[src/rtl/sqc_pkg.sv]
package sqc_pkg;

    localparam int ADDR_W  = 2;
    localparam int DATA_W  = 6;
    localparam int FRAME_W = ADDR_W + DATA_W;
    localparam int GAIN_W  = 4;
    localparam int FINE_W  = 5;

    typedef enum logic [2:0] {
        MODE_TEST    = 3'd0,
        MODE_STANDBY = 3'd1,
        MODE_VOICE   = 3'd2,
        MODE_TX      = 3'd3,
        MODE_RX      = 3'd4
    } op_mode_e;

    typedef struct packed {
        logic tst_n;
        logic rxoff;
        logic phase;
        logic rxon;
        logic rxtx;
        logic stby;
    } ctl_reg_t;

    typedef struct packed {
        logic cdcss;
        logic fast;
        logic sum;
        logic bypass;
    } sw_reg_t;

    typedef struct packed {
        logic              coarse;
        logic [FINE_W-1:0] fine;
    } lvl_reg_t;

    typedef struct packed {
        logic [GAIN_W-1:0] gain;
        logic              cksel;
        logic              mute;
    } clk_reg_t;

    typedef struct packed {
        ctl_reg_t          ctl;
        sw_reg_t           sw;
        lvl_reg_t          lvl;
        clk_reg_t          ck;
        logic [DATA_W-1:0] tone;
    } cfg_t;

    function automatic cfg_t cfg_reset();
        cfg_t c;
        c      = '0;
        c.ctl  = '1;
        return c;
    endfunction

endpackage

[src/rtl/sqc_sync.sv]
module sqc_sync #(
    parameter int WIDTH  = 3,
    parameter int STAGES = 2
) (
    input  logic             clk,
    input  logic             rst,
    input  logic [WIDTH-1:0] async_i,
    output logic [WIDTH-1:0] level_o
);
    for (genvar b = 0; b < WIDTH; b++) begin : g_bit
        logic [STAGES-1:0] pipe_d, pipe_q;

        if (STAGES == 1) begin : g_one
            always_comb pipe_d = async_i[b];
        end else begin : g_many
            always_comb pipe_d = {pipe_q[STAGES-2:0], async_i[b]};
        end

        always_ff @(posedge clk) begin
            if (rst) pipe_q <= '0;
            else     pipe_q <= pipe_d;
        end

        assign level_o[b] = pipe_q[STAGES-1];
    end
endmodule

[src/rtl/sqc_deser.sv]
module sqc_deser
    import sqc_pkg::*;
(
    input  logic               clk,
    input  logic               rst,
    input  logic               sclk_i,
    input  logic               sdat_i,
    output logic [FRAME_W-1:0] frame_o
);
    typedef struct packed {
        logic [FRAME_W-1:0] frame;
        logic               clk_prev;
    } deser_t;

    deser_t st_d, st_q;
    logic   shift_en;

    assign shift_en = sclk_i & ~st_q.clk_prev;

    always_comb begin
        st_d          = st_q;
        st_d.clk_prev = sclk_i;
        if (shift_en) st_d.frame = {st_q.frame[FRAME_W-2:0], sdat_i};
    end

    always_ff @(posedge clk) begin
        if (rst) st_q <= '0;
        else     st_q <= st_d;
    end

    assign frame_o = st_q.frame;

    // the frame moves only on a serial clock rise
    a_r1_shift_only_on_edge: assert property (@(posedge clk) disable iff (rst)
        !(sclk_i && !st_q.clk_prev) |=> $stable(frame_o));
endmodule

[src/rtl/sqc_regfile.sv]
module sqc_regfile
    import sqc_pkg::*;
(
    input  logic               clk,
    input  logic               rst,
    input  logic               stb_i,
    input  logic [FRAME_W-1:0] frame_i,
    output cfg_t               cfg_o
);
    typedef struct packed {
        cfg_t cfg;
        logic stb_prev;
    } rf_t;

    localparam logic [1:0] A_CTL  = 2'b00;
    localparam logic [1:0] A_SW   = 2'b01;
    localparam logic [1:0] A_CLK  = 2'b10;
    localparam logic [1:0] A_TONE = 2'b11;

    rf_t                 st_d, st_q;
    logic                wr_en;
    logic [ADDR_W-1:0]   addr;
    logic [DATA_W-1:0]   data;

    assign wr_en = stb_i & ~st_q.stb_prev;
    assign addr  = frame_i[FRAME_W-1 -: ADDR_W];
    assign data  = frame_i[DATA_W-1:0];

    always_comb begin
        st_d          = st_q;
        st_d.stb_prev = stb_i;
        if (wr_en) begin
            unique case (addr)
                A_CTL:  st_d.cfg.ctl = ctl_reg_t'(data);
                A_SW: begin
                    unique case (data[5:4])
                        2'b00: st_d.cfg.sw = sw_reg_t'(data[3:0]);
                        2'b01: begin
                            st_d.cfg.lvl.coarse    = data[2];
                            st_d.cfg.lvl.fine[4:3] = data[1:0];
                        end
                        2'b10: st_d.cfg.lvl.fine[2:0] = data[2:0];
                        default: ;
                    endcase
                end
                A_CLK: begin
                    st_d.cfg.ck.gain  = {data[5], data[2:0]};
                    st_d.cfg.ck.cksel = data[4];
                    st_d.cfg.ck.mute  = data[3];
                end
                A_TONE: st_d.cfg.tone = data;
                default: ;
            endcase
        end
    end

    always_ff @(posedge clk) begin
        if (rst) begin
            st_q.cfg      <= cfg_reset();
            st_q.stb_prev <= 1'b0;
        end else begin
            st_q <= st_d;
        end
    end

    assign cfg_o = st_q.cfg;

    // no strobe rise, no register change
    a_r14_hold_without_strobe: assert property (@(posedge clk) disable iff (rst)
        !(stb_i && !st_q.stb_prev) |=> $stable(cfg_o));

    // the test sub-address leaves every register alone
    a_r3_test_sub_ignored: assert property (@(posedge clk) disable iff (rst)
        (stb_i && !st_q.stb_prev && frame_i[7:4] == 4'b0111) |=> $stable(cfg_o));
endmodule

[src/rtl/sqc_mode_dec.sv]
module sqc_mode_dec
    import sqc_pkg::*;
#(
    parameter int TONE_LAST   = 56,
    parameter int TONE_TXONLY = 57
) (
    input  logic              clk,
    input  logic              rst,
    input  ctl_reg_t          ctl_i,
    input  logic              cdcss_i,
    input  logic [DATA_W-1:0] tone_i,
    input  logic              det_valid_i,
    output op_mode_e          mode_o,
    output logic              audio_en_o,
    output logic              det_pull_o,
    output logic              tone_en_o
);
    localparam logic [DATA_W-1:0] LAST_C   = DATA_W'(TONE_LAST);
    localparam logic [DATA_W-1:0] TXONLY_C = DATA_W'(TONE_TXONLY);

    typedef struct packed {
        op_mode_e mode;
        logic     audio;
        logic     pull;
        logic     tone_en;
    } dec_t;

    dec_t     st_d, st_q;
    op_mode_e mode_c;
    logic     rx_ok, tx_ok, hit;

    always_comb begin
        rx_ok = (tone_i != '0) && (tone_i <= LAST_C);
        tx_ok = rx_ok || (tone_i == TXONLY_C && cdcss_i);
        hit   = det_valid_i && rx_ok;

        if (!ctl_i.tst_n)     mode_c = MODE_TEST;
        else if (ctl_i.stby)  mode_c = ctl_i.rxoff ? MODE_STANDBY : MODE_VOICE;
        else                  mode_c = ctl_i.rxtx ? MODE_RX : MODE_TX;

        st_d      = '0;
        st_d.mode = mode_c;
        unique case (mode_c)
            MODE_RX: begin
                st_d.audio = ctl_i.rxoff && (!ctl_i.rxon || hit);
                st_d.pull  = !rx_ok || det_valid_i;
            end
            MODE_TX: begin
                st_d.audio   = ctl_i.rxoff && !ctl_i.rxon;
                st_d.tone_en = tx_ok;
            end
            MODE_VOICE: st_d.audio = ctl_i.rxtx && !ctl_i.rxon;
            default: ;
        endcase
    end

    always_ff @(posedge clk) begin
        if (rst) begin
            st_q      <= '0;
            st_q.mode <= MODE_STANDBY;
        end else begin
            st_q <= st_d;
        end
    end

    assign mode_o     = st_q.mode;
    assign audio_en_o = st_q.audio;
    assign det_pull_o = st_q.pull;
    assign tone_en_o  = st_q.tone_en;

    // the detect line is released outside receive mode
    a_r11_release_outside_rx: assert property (@(posedge clk) disable iff (rst)
        (!ctl_i.tst_n || ctl_i.stby || !ctl_i.rxtx) |=> !det_pull_o);

    // receive with rx-off clear keeps audio off
    a_r7_rx_audio_off: assert property (@(posedge clk) disable iff (rst)
        (ctl_i.tst_n && !ctl_i.stby && ctl_i.rxtx && !ctl_i.rxoff) |=> !audio_en_o);

    // tone enable only in transmit mode
    a_r12_tone_tx_only: assert property (@(posedge clk) disable iff (rst)
        (!ctl_i.tst_n || ctl_i.stby || ctl_i.rxtx) |=> !tone_en_o);

    // receive mode with code zero pulls the line
    a_r10_zero_code_pulls: assert property (@(posedge clk) disable iff (rst)
        (ctl_i.tst_n && !ctl_i.stby && ctl_i.rxtx && tone_i == '0) |=> det_pull_o);
endmodule

[src/rtl/sqc_ctrl_top.sv]
module sqc_ctrl_top
    import sqc_pkg::*;
#(
    parameter int SYNC_STAGES = 2,
    parameter int TONE_LAST   = 56,
    parameter int TONE_TXONLY = 57
) (
    input  logic              clk,
    input  logic              rst,
    input  logic              ser_data_i,
    input  logic              ser_clk_i,
    input  logic              ser_stb_i,
    input  logic              det_valid_i,
    output logic [2:0]        mode_o,
    output logic              rx_audio_en_o,
    output logic              det_pull_o,
    output logic              tx_mute_o,
    output logic              tone_phase_o,
    output logic              clk_sel_o,
    output logic [GAIN_W-1:0] amp_gain_o,
    output logic [DATA_W-1:0] tone_code_o,
    output logic              tone_en_o,
    output logic              cdcss_sel_o,
    output logic              fast_det_o,
    output logic              tone_sum_o,
    output logic              lim_bypass_o,
    output logic              lvl_coarse_o,
    output logic [FINE_W-1:0] lvl_fine_o
);
    logic [2:0]         ser_s;
    logic [FRAME_W-1:0] frame;
    cfg_t               cfg;
    op_mode_e           mode;

    sqc_sync #(.WIDTH(3), .STAGES(SYNC_STAGES)) u_sync (
        .clk     (clk),
        .rst     (rst),
        .async_i ({ser_stb_i, ser_clk_i, ser_data_i}),
        .level_o (ser_s)
    );

    sqc_deser u_deser (
        .clk     (clk),
        .rst     (rst),
        .sclk_i  (ser_s[1]),
        .sdat_i  (ser_s[0]),
        .frame_o (frame)
    );

    sqc_regfile u_regs (
        .clk     (clk),
        .rst     (rst),
        .stb_i   (ser_s[2]),
        .frame_i (frame),
        .cfg_o   (cfg)
    );

    sqc_mode_dec #(.TONE_LAST(TONE_LAST), .TONE_TXONLY(TONE_TXONLY)) u_dec (
        .clk         (clk),
        .rst         (rst),
        .ctl_i       (cfg.ctl),
        .cdcss_i     (cfg.sw.cdcss),
        .tone_i      (cfg.tone),
        .det_valid_i (det_valid_i),
        .mode_o      (mode),
        .audio_en_o  (rx_audio_en_o),
        .det_pull_o  (det_pull_o),
        .tone_en_o   (tone_en_o)
    );

    assign mode_o       = mode;
    assign tx_mute_o    = cfg.ck.mute;
    assign clk_sel_o    = cfg.ck.cksel;
    assign amp_gain_o   = cfg.ck.gain;
    assign tone_phase_o = cfg.ctl.phase;
    assign tone_code_o  = cfg.tone;
    assign cdcss_sel_o  = cfg.sw.cdcss;
    assign fast_det_o   = cfg.sw.fast;
    assign tone_sum_o   = cfg.sw.sum;
    assign lim_bypass_o = cfg.sw.bypass;
    assign lvl_coarse_o = cfg.lvl.coarse;
    assign lvl_fine_o   = cfg.lvl.fine;
endmodule

[config.mk]
export PLATFORM = sky130hd
export DESIGN_NAME = sqc_ctrl_top
export DESIGN_NICKNAME = d
export VERILOG_FILES = /design/src/rtl/sqc_pkg.sv /design/src/rtl/sqc_sync.sv /design/src/rtl/sqc_deser.sv /design/src/rtl/sqc_regfile.sv /design/src/rtl/sqc_mode_dec.sv /design/src/rtl/sqc_ctrl_top.sv
export SDC_FILE = /design/constraint.sdc
export NUM_CORES = 1
export LEC_CHECK = 0
export BUFFER_PORTS_ARGS = -buffer_cell sky130_fd_sc_hd__buf_4
export CELL_PAD_IN_SITES_DETAIL_PLACEMENT = 0
export CELL_PAD_IN_SITES_GLOBAL_PLACEMENT = 2
export CORE_ASPECT_RATIO = 0.9
export CORE_MARGIN = 5
export CORE_UTILIZATION = 27
export DETAILED_ROUTE_END_ITERATION = 8
export GPL_ROUTABILITY_DRIVEN = 1
export HOLD_SLACK_MARGIN = 0.06
export PLACE_DENSITY = 0.65
export SLEW_MARGIN = 20
export SYNTH_ARGS = -nofsm -noshare
export SYNTH_HDL_FRONTEND = slang
export SYNTH_SLANG_ARGS = --single-unit
[constraint.sdc]
create_clock -name clk -period 2 [get_ports clk]
set_input_delay 0.5 -clock clk [delete_from_list [all_inputs] [get_ports clk]]
set_output_delay 0.5 -clock clk [all_outputs]
set_load 0.02 [all_outputs]
**Word level (Yosys, flattened, before mapping)**

Index checks and enable logic that the tools add are counted.

- Memories kept: 0
- Input bits: 6
- Register bits: 50
- Bits in writable memories: 0
- Word-level logic and storage cells: 70
- ROM bits: 0
- Output and inout bits: 29
- Bits in latches: 0

- Add/sub/neg operators: 0
- Div/mod/pow operators: 0
- Reduce and logical (&&, ||, !) cells: 22
- Muxes and demuxes: 5
- Shift-type cells: 0
- Equality and inequality tests: 9
- Multipliers: 0
- Order comparisons: 1
- Bitwise logic cells: 6

Operators by type and width:

| kind | count |
|---|---|
| 2-to-1 mux 3 bit | 3 |
| AND reduction 3 bit | 3 |
| == test 2 bit (second input constant) | 3 |
| == test 3 x 2 -> 1 bit (second input constant) | 2 |
| == test 6 bit (second input constant) | 1 |
| <= comparator 6 bit (second input constant) | 1 |
| logical AND 1 bit | 6 |
| AND reduction 2 bit | 3 |
| nonzero test 6 bit | 1 |
| == test 2 x 1 -> 1 bit (second input constant) | 2 |
| zero test 2 bit | 2 |
| inverter 1 bit | 4 |
| OR reduction 2 bit | 2 |
| == test 3 bit (second input constant) | 1 |
| logical OR 1 bit | 3 |
| case mux 1 bit (3 select lines) | 1 |
| AND 1 bit | 2 |
| zero test 1 bit | 2 |
| 2-to-1 mux 2 bit | 1 |

**Longest topological paths before layout**

- Depth after elaboration: 6
- Mapped depth: 4
- Gate-level depth less buffers: 3

**Cells and area by module**

From an unflattened synthesis, not the netlist that was laid out.

- Cell total of the unflattened synthesis: 219
- Area, all modules: 2235.9 sq um

Modules (own cells, without submodules):

| module | cells each | area each (sq um) | sequential area each (sq um) | instances |
|---|---|---|---|---|
| sqc_regfile | 137 | 1340.0 | 580.6 | 1 |
| sqc_deser | 38 | 414.1 | 180.2 | 1 |
| sqc_mode_dec | 29 | 301.5 | 120.1 | 1 |
| sqc_sync | 15 | 180.2 | 120.1 | 1 |

**Worst setup path before layout**

Ideal clock, no wire load.

- Path type: reg2reg
- Start point: register u_regs.cfg_o[21] (netlist name)
- End point: register u_dec.st_q, in the netlist u_dec.tone_en_o
- Arrival: 1.236 ns
- Data required time: 1.897 ns
- Cell stages (with the launch flop): 4
- Library setup time: 0.103 ns
- Path slack: 0.660 ns
- Buffers on the path: 0
- Cells stage by stage: dfxtp_1 -> nand2_1 -> or4_1 -> a2111oi_2

- Word-level cells in the longest chain between the ends: 2

Ends and longest elaborated chain:

| what | line | RTL |
|---|---|---|
| logical AND 1 bit | sqc_mode_dec.sv:34 | `tx_ok = rx_ok \|\| (tone_i == TXONLY_C && cdcss_i);` |
| logical OR 1 bit | sqc_mode_dec.sv:34 |  |
| end signal, assigned | sqc_mode_dec.sv:62 | `st_q <= st_d;` |
| end, declared | sqc_mode_dec.sv:28 | `dec_t st_d, st_q;` |

Every way passes these cells.
A chain may end at the register's enable or synchronous reset.

**Worst setup path in the final report**

- Start point: register u_regs.cfg_o[3] (netlist name)
- End point: register u_dec.st_q, in the netlist u_dec.tone_en_o

- Word-level cells in the longest chain between the ends: 3
- Elaborated cells between the ends (all ways): 6
- Those cells by class: order compare (1); eq/ne (1); reduce/logical (4)

Ends and longest elaborated chain:

| what | line | RTL |
|---|---|---|
| <= comparator 6 bit (tied with other cells) | sqc_mode_dec.sv:33 | `rx_ok = (tone_i != '0) && (tone_i <= LAST_C);` |
| logical AND 1 bit, on equally long branches | sqc_mode_dec.sv:33, sqc_mode_dec.sv:34 |  |
| logical OR 1 bit * | sqc_mode_dec.sv:34 |  |

Mark *: on every way between the ends. The rest lies on a longest branch, timed or not.

==> reports/results.env <==
SYNTH_TOP_AREA_SHARE_PCT=50.5
WORSTPATHREQUIRED_PS=2200
SHARE_OF_THE_CYCLE_NEEDED_BY_THE_CRITICAL_PATH_AFTER_ROUTING_PCT=73.7
DRT-VIAS-PER-INSTANCE=4.30
FILLER_CELL_COUNT=789
DRT-PASS1-ITER-COUNT=4
FINAL_ANTENNA_NET_COUNT=0
R2R-START='u_regs.cfg_o[3]'
WORSTMARGINPINSLEW_PS=579
DETAILROUTE.VIA_COUNT=1337
CORE_AREA_UM2=7110
WORST-ENDPOINT-ARRIVAL_PS=1670
PWR_DENSITY_CELL_nW_PER_UM2=724
GRT_OVERFLOW=0
SYNTH_SEQUENTIAL_AREA_RATIO_PCT=50.5
FINAL_LAYOUT_SIZE_SUFFIX_GT1_SHARE_PCT=20.2
SWITCHING_SHARE_PCT=22.3
INITIAL_CORE_UTILIZATION_PCT=27.9
FP-ROW-COUNT=29
CLK-INSERTION-DELAY-LATE_PS=290
POSTCTSHOLDBUFS=0
REPORT.FINAL.SLEW_VIOL_COUNT=0
IO_BUFFER_COUNT=34
VDD_DROP_MAX_uV=239
ASYNC_FLOP_SHARE_PCT=0
MIN-DELAY-START='ser_clk_i'
CLK_PATH_BUF_DEPTH=2
VIAS_IN_THE_FIRST_GLOBAL_ROUTE=1358
HOLD-WORST-SLACK_PS=414
MIN_PERIOD_PS=1470
DIE_HEIGHT_UM=91.3
INTERNAL-POWER_mW=1.29
MAPPEDNETLISTAREA_UM2=1980
TIMING_WORST_SETUP_PATH_TYPE='register to register'
PLACE.DETAILED.HPWL_UM=2810
TRACK_USAGE_PCT=9.69
ANTENNA_FOUND_INITIAL=0
REPORT.FINAL.SETUP_VIOL=0
AREA.GROWTH.SYNTH_TO_FINAL_PCT=15.8
POWER.LEAKAGE_nW=0.940
POSTROUTEWIRELENGTH_UM=4150
POST-CTS-SETUP-BUFFER-COUNT=0
FIN_NETS=224
FMAX_MHz=678
HOLD_VIOL=0
SYNTH.LARGEST_AREA_CELL='sky130_fd_sc_hd__dfxtp_1'
CP_MAX_FO=4
LARGEST_NET_DEGREE_AT_THE_START_OF_GLOBAL_ROUTING=52
CTS_RESIZED=0
SYNTH_ENABLE_FLOP_CELLS=0
POWER.SHARE.CLOCK_PCT=33.5
GP_CONGESTION=0.689
SYNTH.YOSYS.WARNINGS=0
CLOCK_SINKS=50
POSTSYNTHCELLCOUNT=200
SHARE_COMB_OF_TOTAL_POWER_PCT=4.8
DRT-WIRELENGTH-PER-CELL_UM=13.3
INSERTEDDIODECOUNT=0
FIN_SETUP_TNS_PS=0
DIEAREA_UM2=9160
WORST_SETUP_PATH_END_KIND='register'
BOUNDARYPINS=35
MIN_PATH_TYPE='input port to register'
SYNTH.DISTINCT_CELLS=28
SYNTH_SEQ_CELLS=50
POWER.TOTAL_mW=1.66
CLOCK-SKEW-FINAL_PS=5.03
OUTCOME='finished, final reports clean'
POWER.SHARE.SEQUENTIAL_PCT=61.7
TRITONCTS='yes'
CTS_HTREE_LEVELS=2
DESIGN_AREA_UM2=2300
CTS.CLK_SLEW.WORST_PATHS_PS=90
PLACED_CELL_AREA_UM2=2220
CHIPWIDTH_UM=100
SYNTH_AREA_PER_CELL_UM2=9.92
CRITPATHLAUNCH='u_regs.cfg_o[3]'
REMAINING_DRC_ERRORS=0
DOMINANTREGCELLSYNTH='sky130_fd_sc_hd__dfxtp_1'
YOSYS-TOP-CELLS-AREA='sky130_fd_sc_hd__dfxtp_1 50%, sky130_fd_sc_hd__mux2i_1 12%, sky130_fd_sc_hd__buf_4 5.7%'
MAXSLEWHEADROOM_PCT=61.3
MAX_CAP_VIOL_COUNT=0
CTS_BUFFERS=5
CRITPATHLAUNCHTYPE='register'
UNREPAIRED_SETUP_ENDPOINTS_AFTER_GLOBAL_ROUTING='no'
DRT_ITER0_MARKERS=43
POWER.NET_SWITCHING_mW=0.370
GRT_FIRST_PASS_WIRELENGTH_UM=7120
CTSROOTBUFFERMASTER='sky130_fd_sc_hd__clkbuf_8'
SYNTH_NETS=206
==> synthesized netlist by cell type (3+ instances only) <==
cell type	instances
sky130_fd_sc_hd__clkbuf_1	8
sky130_fd_sc_hd__nor2_1	13
sky130_fd_sc_hd__nand2_1	19
sky130_fd_sc_hd__buf_4	15
sky130_fd_sc_hd__a211o_1	6
sky130_fd_sc_hd__dfxtp_1	50
sky130_fd_sc_hd__nor2b_1	17
sky130_fd_sc_hd__nor3b_1	3
sky130_fd_sc_hd__nand2b_1	17
sky130_fd_sc_hd__mux2i_1	23
sky130_fd_sc_hd__a21oi_1	8
==> registers in the layout (all words and copies together) (netlist names) <==
| register | flops |
|---|---|
| u_dec.det_pull_o | 1 |
| u_dec.mode_o | 3 |
| u_deser.frame_o | 8 |
| u_dec.audio_en_o | 1 |
| u_sync.g_bit.pipe_q | 6 |
| u_deser.st_q | 1 |
| u_dec.tone_en_o | 1 |
| u_regs.st_q | 1 |
| u_regs.cfg_o | 28 |
==> final cells by class <==
type	count	area, um^2	area share, %
sequential	50	1000	43.6
multi-input combinational	124	826	35.9
timing repair buffer	37	278	12.1
tap	93	116	5.07
clock buffer	7	76.3	3.32
==> stage by stage <==
stage          std cells  setup slack (ps)  util, %
2_1_floorplan        200               661        -
3_3_place_gp         304               521     31.2
3_5_place_dp         304               528     31.2
4_1_cts              311               519     32.3
5_1_grt              311               390     32.3
6_report             311               526     32.3
==> cells in the final DEF (no fill, tap or decap) <==
cell type and instances:
sky130_fd_sc_hd__a2111oi_2 1, sky130_fd_sc_hd__nand2_1 19, sky130_fd_sc_hd__nor4b_2 1, sky130_fd_sc_hd__or4_1 1, sky130_fd_sc_hd__clkbuf_1 2, sky130_fd_sc_hd__nor2b_1 17
sky130_fd_sc_hd__a211o_1 6, sky130_fd_sc_hd__nand2b_1 17, sky130_fd_sc_hd__or3b_1 1, sky130_fd_sc_hd__o21a_1 1, sky130_fd_sc_hd__or3_1 2, sky130_fd_sc_hd__a21o_1 1
sky130_fd_sc_hd__o21ai_0 2, sky130_fd_sc_hd__nand4_1 1, sky130_fd_sc_hd__dfxtp_1 50, sky130_fd_sc_hd__nor2_1 13, sky130_fd_sc_hd__nor3b_1 3, sky130_fd_sc_hd__nand3_1 1
sky130_fd_sc_hd__clkbuf_8 5, sky130_fd_sc_hd__nand4b_1 1, sky130_fd_sc_hd__nor3_1 1, sky130_fd_sc_hd__nor4bb_1 2, sky130_fd_sc_hd__a21oi_1 8, sky130_fd_sc_hd__nand4bb_1 1
sky130_fd_sc_hd__mux2i_1 23, sky130_fd_sc_hd__buf_4 37, sky130_fd_sc_hd__o211ai_1 1
==> final timing paths <==
kind	cells past startpoint	to	slack, ps
worst min register to register	2	u_deser.frame_o[0]	440
worst max register to register	3	u_dec.tone_en_o	530
worst max-delay path	3	u_dec.tone_en_o	530
worst min-delay path	2	u_sync.g_bit[1].pipe_q[0]	410
==> layer usage <==
metal  track usage [%]  up-vias  share of wire, %
li1                  -      690                 -
met1              13.7      624                52
met2              14.4       21                43
met3              2.53        2               3.5
met4              3.03        0              0.70
met5                 0        -                 0
==> cell families after synthesis <==
logic type	Yosys count	synth area share, %
AOI/OAI and AO/OA	20	7.07
muxes	23	11.6
DFF	50	50.5
and+or+nand+nor	81	23.0
buffers and inverters	26	7.89
==> worst max-delay path, cell delays in order, from the launching register on <==
cell and delay (ps):
sky130_fd_sc_hd__dfxtp_1 390, sky130_fd_sc_hd__nand3_1 110, sky130_fd_sc_hd__or4_1 520, sky130_fd_sc_hd__a2111oi_2 360
==> power by group through the flow <==
stage	combinational, mW	sequential, mW	clock, mW
2_1_floorplan	0.0497	1.05	0
3_3_place_gp	0.0817	1.05	0
3_5_place_dp	0.0817	1.05	0
4_1_cts	0.0821	1.03	0.591
5_1_grt	0.0895	1.03	0.621
6_report	0.0803	1.03	0.557
No activity file was read; power rests on OpenSTA's default activity.
